--- src/rtl/rvs_pkg.sv ---
`timescale 1ns/1ps
package rvs_pkg;

  typedef enum logic [2:0] {
    ST_HOLD,
    ST_MASK,
    ST_FETCH,
    ST_DRAIN,
    ST_LOAD,
    ST_RUN
  } seqState_e;

  // Strobes from control to datapath
  typedef struct packed {
    logic setMask;
    logic issueRd;
    logic loadPc;
  } seqStrobe_t;

endpackage

--- src/rtl/rvs_sync.sv ---
`timescale 1ns/1ps
module rvs_sync #(
  parameter int STAGES = 2
) (
  input  logic clk,
  input  logic rstN,
  output logic relSync
);

  logic [STAGES-1:0] chain;

  generate
    if (STAGES == 1) begin : g_single
      always_ff @(posedge clk or negedge rstN) begin
        if (!rstN) chain <= '0;
        else       chain <= 1'b1;
      end
    end else begin : g_multi
      always_ff @(posedge clk or negedge rstN) begin
        if (!rstN) chain <= '0;
        else       chain <= {chain[STAGES-2:0], 1'b1};
      end
    end
  endgenerate

  assign relSync = chain[STAGES-1];

endmodule

--- src/rtl/rvs_ctrl.sv ---
`timescale 1ns/1ps
module rvs_ctrl
  import rvs_pkg::*;
(
  input  logic       clk,
  input  logic       rstN,
  input  logic       relSync,
  input  logic       lastIssue,
  output seqStrobe_t strobe
);

  seqState_e state, stateNext;

  always_ff @(posedge clk or negedge rstN) begin
    if (!rstN) state <= ST_HOLD;
    else       state <= stateNext;
  end

  always_comb begin
    stateNext = state;
    unique case (state)
      ST_HOLD:  if (relSync) stateNext = ST_MASK;
      ST_MASK:  stateNext = ST_FETCH;
      ST_FETCH: if (lastIssue) stateNext = ST_DRAIN;
      ST_DRAIN: stateNext = ST_LOAD;
      ST_LOAD:  stateNext = ST_RUN;
      ST_RUN:   stateNext = ST_RUN;
      default:  stateNext = ST_HOLD;
    endcase
  end

  always_comb begin
    strobe         = '0;
    strobe.setMask = (state == ST_MASK);
    strobe.issueRd = (state == ST_FETCH);
    strobe.loadPc  = (state == ST_LOAD);
  end

endmodule

--- src/rtl/rvs_datapath.sv ---
`timescale 1ns/1ps
module rvs_datapath
  import rvs_pkg::*;
#(
  parameter int ADDR_W    = 24,
  parameter int DATA_W    = 8,
  parameter int PC_W      = 24,
  parameter int VEC_BYTES = 4,
  parameter int VEC_BASE  = 0
) (
  input  logic              clk,
  input  logic              rstN,
  input  seqStrobe_t        strobe,
  input  logic [DATA_W-1:0] memRdata,
  output logic              lastIssue,
  output logic              memRdEn,
  output logic [ADDR_W-1:0] memAddr,
  output logic [PC_W-1:0]   pc,
  output logic              intMask,
  output logic              run
);

  localparam int IDX_W = (VEC_BYTES > 1) ? $clog2(VEC_BYTES) : 1;

  logic [IDX_W-1:0] rdIdx;
  logic             rdPend;
  logic [PC_W-1:0]  asmReg;
  logic [PC_W-1:0]  pcReg;
  logic             maskReg;
  logic             runReg;

  assign lastIssue = (rdIdx == IDX_W'(VEC_BYTES - 1));
  assign memRdEn   = strobe.issueRd;
  assign memAddr   = strobe.issueRd ? (ADDR_W'(VEC_BASE) + ADDR_W'(rdIdx)) : '0;

  // Issue side and status flags
  always_ff @(posedge clk or negedge rstN) begin
    if (!rstN) begin
      rdIdx   <= '0;
      rdPend  <= 1'b0;
      maskReg <= 1'b0;
      pcReg   <= '0;
      runReg  <= 1'b0;
    end else begin
      rdPend <= strobe.issueRd;
      if (strobe.issueRd) rdIdx   <= rdIdx + 1'b1;
      if (strobe.setMask) maskReg <= 1'b1;
      if (strobe.loadPc) begin
        pcReg  <= asmReg;
        runReg <= 1'b1;
      end
    end
  end

  // Byte assembly, most significant first; older bytes fall off the top
  generate
    if (PC_W > DATA_W) begin : g_shift
      always_ff @(posedge clk or negedge rstN) begin
        if (!rstN)       asmReg <= '0;
        else if (rdPend) asmReg <= {asmReg[PC_W-DATA_W-1:0], memRdata};
      end
    end else begin : g_narrow
      always_ff @(posedge clk or negedge rstN) begin
        if (!rstN)       asmReg <= '0;
        else if (rdPend) asmReg <= memRdata[PC_W-1:0];
      end
    end
  endgenerate

  assign pc      = pcReg;
  assign intMask = maskReg;
  assign run     = runReg;

endmodule

--- src/rtl/rst_vec_seq.sv ---
`timescale 1ns/1ps
module rst_vec_seq
  import rvs_pkg::*;
#(
  parameter int ADDR_W      = 24,
  parameter int DATA_W      = 8,
  parameter int PC_W        = 24,
  parameter int VEC_BYTES   = 4,
  parameter int VEC_BASE    = 0,
  parameter int SYNC_STAGES = 2
) (
  input  logic              clk,
  input  logic              rstN,
  input  logic [DATA_W-1:0] memRdata,
  output logic              memRdEn,
  output logic [ADDR_W-1:0] memAddr,
  output logic [PC_W-1:0]   pc,
  output logic              intMask,
  output logic              run
);

  logic       relSync;
  logic       lastIssue;
  seqStrobe_t strobe;

  rvs_sync #(.STAGES(SYNC_STAGES)) uSync (
    .clk     (clk),
    .rstN    (rstN),
    .relSync (relSync)
  );

  rvs_ctrl uCtrl (
    .clk       (clk),
    .rstN      (rstN),
    .relSync   (relSync),
    .lastIssue (lastIssue),
    .strobe    (strobe)
  );

  rvs_datapath #(
    .ADDR_W    (ADDR_W),
    .DATA_W    (DATA_W),
    .PC_W      (PC_W),
    .VEC_BYTES (VEC_BYTES),
    .VEC_BASE  (VEC_BASE)
  ) uDp (
    .clk       (clk),
    .rstN      (rstN),
    .strobe    (strobe),
    .memRdata  (memRdata),
    .lastIssue (lastIssue),
    .memRdEn   (memRdEn),
    .memAddr   (memAddr),
    .pc        (pc),
    .intMask   (intMask),
    .run       (run)
  );

endmodule

--- config.mk ---
export PLATFORM = sky130hd
export DESIGN_NAME = rst_vec_seq
export DESIGN_NICKNAME = d
export VERILOG_FILES = /design/src/rtl/rvs_pkg.sv /design/src/rtl/rvs_sync.sv /design/src/rtl/rvs_ctrl.sv /design/src/rtl/rvs_datapath.sv /design/src/rtl/rst_vec_seq.sv
export SDC_FILE = /design/constraint.sdc
export NUM_CORES = 1
export LEC_CHECK = 0
export BUFFER_PORTS_ARGS = -buffer_cell sky130_fd_sc_hd__buf_4
export CORE_MARGIN = 2
export CORE_UTILIZATION = 45
export DETAILED_ROUTE_END_ITERATION = 6
export PLACE_DENSITY = 0.68
export SYNTH_ARGS = -nofsm -noshare
export SYNTH_HDL_FRONTEND = slang
export SYNTH_SLANG_ARGS = --single-unit
--- constraint.sdc ---
create_clock -name clk -period 1.91 [get_ports clk]
set_input_delay 0.4775 -clock clk [delete_from_list [all_inputs] [get_ports clk]]
set_output_delay 0.4775 -clock clk [all_outputs]
set_load 0.02 [all_outputs]
==> results.sh <==
export IMPL_status="complete, no violations"
export IMPL_cts_buffer_depth=2
export IMPL_cts_root_buf="clkbuf_8"
export IMPL_startpoint="uCtrl.state[0]"
export IMPL_multiInputGateArea_sq_um=757
export IMPL_firstDrtPassIters=4
export IMPL_cp_end_kind="output pin"
export IMPL_core_area_sq_mm=0.00507
export IMPL_drtAntennaViolNets=0
export IMPL_async_flop_share=1.00
export IMPL_max_freq_mhz=554
export IMPL_wl_mm=3.57
export IMPL_cts_tree="yes"
export IMPL_path_clk_slew_ps=60
export IMPL_drive_gt1_frac=0.537
export IMPL_crit_required_ps=1430
export IMPL_nNetsFinal=211
export IMPL_path_max_fanout=5
export IMPL_antenna_found_initial=0
export IMPL_fp_dieW_um=76.2
export IMPL_layout_setup_ws_ps=104
export IMPL_cts_num_sinks=58
export IMPL_syn_instance_count=156
export IMPL_rrSetupSlack_ps=330
export IMPL_dp_hpwl_mm=2.35
export IMPL_leakagePower_nw=1.32
export IMPL_rsz0062_at_grt="no"
export IMPL_grt_pass1_vias=1296
export IMPL_ys_types=22
export IMPL_slew_headroom=0.536
export IMPL_clock_latency_ps=320
export IMPL_finalHoldViolCount=0
export IMPL_area_growth_pct=20.9
export IMPL_die_area_sq_mm=0.00580
export IMPL_yosys_warnings=0
export IMPL_track_usage=0.136
export IMPL_synth_area_per_cell_sq_um=15.0
export IMPL_synth_seq_cells=58
export IMPL_numCtsBuffers=9
export IMPL_tns_ps=0
export IMPL_powerDensity_mw_per_mm2=1900
export IMPL_setup_viol=0
export IMPL_viasPerCell=4.56
export IMPL_yosysSeqAreaShare=0.619
export IMPL_skew_ps=5.25
export IMPL_postPlaceCellArea_sq_mm=0.00261
export IMPL_cts_hold_buf=0
export IMPL_slew_violations=0
export IMPL_pre_cts_ws_ps=348
export IMPL_final_area_sq_mm=0.00283
export IMPL_netlist_area_sq_mm=0.00234
export IMPL_startpoint_type="flip-flop"
export IMPL_grt_max_degree=59
export IMPL_hp_class="in -> async"
export IMPL_synth_edf_count=0
export IMPL_overflow=0
export IMPL_ir_worst_vdd_mv=1.00
export IMPL_post_route_min_period_ps=1810
export IMPL_htree_levels=3
export IMPL_synth_flop_cell="dfrtp_1"
export IMPL_wl_per_cell_um=13.0
export IMPL_place_gp_congestion=0.714
export IMPL_fin_worst_hold_slack_ps=197
export IMPL_antennaDiodeCount=0
export IMPL_ios=61
export IMPL_worst_pin_slew_ps=696
export IMPL_path_class="reg -> out"
export IMPL_drv_cap=0
export IMPL_floorplan_initialDensity=0.462
export IMPL_drt_initial_drc_count=63
export IMPL_drc_errors=0
export IMPL_timing_final_crit_share=0.946
export IMPL_rows=26
export IMPL_grt_pass1_wl_mm=6.12
export IMPL_fp_dieH_um=76.2
export IMPL_cp_arrival_ps=1330
export IMPL_fill_cells=448
export IMPL_num_vias=1253
export IMPL_port_buffers=38
export IMPL_regArea_sq_mm=0.00145
export IMPL_reg2reg_from="uCtrl.state[2]"
## synthesized netlist by cell type (2+ instances only)
master / n / area [sq um]
and2_1: 2 / 12.5
conb_1: 2 / 7.51
buf_4: 22 / 165
inv_1: 2 / 7.51
dfrtp_1: 58 / 1450
o21ai_0: 2 / 10.0
clkbuf_1: 2 / 7.51
buf_6: 2 / 22.5
mux2_2: 49 / 552
buf_2: 3 / 15.0
## power breakdown
part	switching (mW)	leakage, nW	internal [mW]	total (mW)
combinational	0.907	0.522	1.07	1.98
sequential	0.380	0.689	1.83	2.21
clock	0.436	0.110	0.747	1.18
## critical path: stages (launching register included)
cell and delay (ps):
dfrtp_2 460, nor3b_4 250, and2_1 160, buf_4 130
## layout make-up
cell class	count	share of cell area
clock buffers	15	0.0658
clock inverters	1	0.0106
inverters	3	0.00397
multi-input cells	87	0.267
flip-flops and latches	58	0.513
well taps	70	0.0309
repair buffers	41	0.109
## routing by layer
metal | vias to the layer above | GRT usage | part of all wire
met1 | 640 | 0.157 | 0.41
met5 | - | 0 | 0
met3 | 8 | 0.0367 | 0.048
met4 | 0 | 0.0982 | 0.028
met2 | 35 | 0.221 | 0.51
li1 | 570 | - | -
## what timing repair did
action,4_1_cts,5_1_grt
resized for setup,1,2
setup buffers,0,0
pin swaps,0,1
endpoints found under the setup margin,2,2
cloned,0,0
## flip-flops by register name (all words and copies together), names as in the netlist
register and count:
uDp.rdIdx 2, uDp.rdPend 1, uDp.intMask 1, uDp.run 1
uDp.asmReg 24, uCtrl.state 3, uDp.pc 24, uSync.chain 2
## logic make-up (layout without fill, tap and decap cells)
family,after synthesis,in the layout,share of synthesized area
and+or+nand+nor,8,8,0.0256
xor gates and xnor gates,2,2,0.00747
muxes,49,49,0.235
AOI/OAI and AO/OA,4,4,0.00960
DFF,58,58,0.619
other,2,23,0.00320
buffers and inverters,32,60,0.0944
adders and majority gates,1,1,0.00534
## worst paths after layout
kind / cells past startpoint / endpoint
min in group clk: 0 / uSync.chain[1]
max in group asynchronous: 1 / uCtrl.state[1]
max reg2reg: 4 / uDp.pc[3]
max: 3 / memAddr[1]
min: 1 / uDp.asmReg[9]
min reg2reg: 0 / uSync.chain[1]
## layout by cell type, fill, tap and decap left out, drive strengths merged
cell type  count
a21oi          1
and2           2
buf           41
bufinv         1
clkbuf        15
conb          23
dfrtp         58
ha             1
inv            3
mux2          49
nand2          1
nand3          1
nor2           1
nor3           1
nor3b          1
o21ai          2
o31ai          1
or2            1
xnor2          1
xor2           1
## through the flow
stage,power (mW),util,cells
finish,5.37,0.558,275
global route,5.70,0.558,275
CTS,5.45,0.558,275
detailed placement,4.22,0.514,259
global placement,4.12,0.514,259
floorplan,3.54,-,177
(Power assumes the default switching activity.)
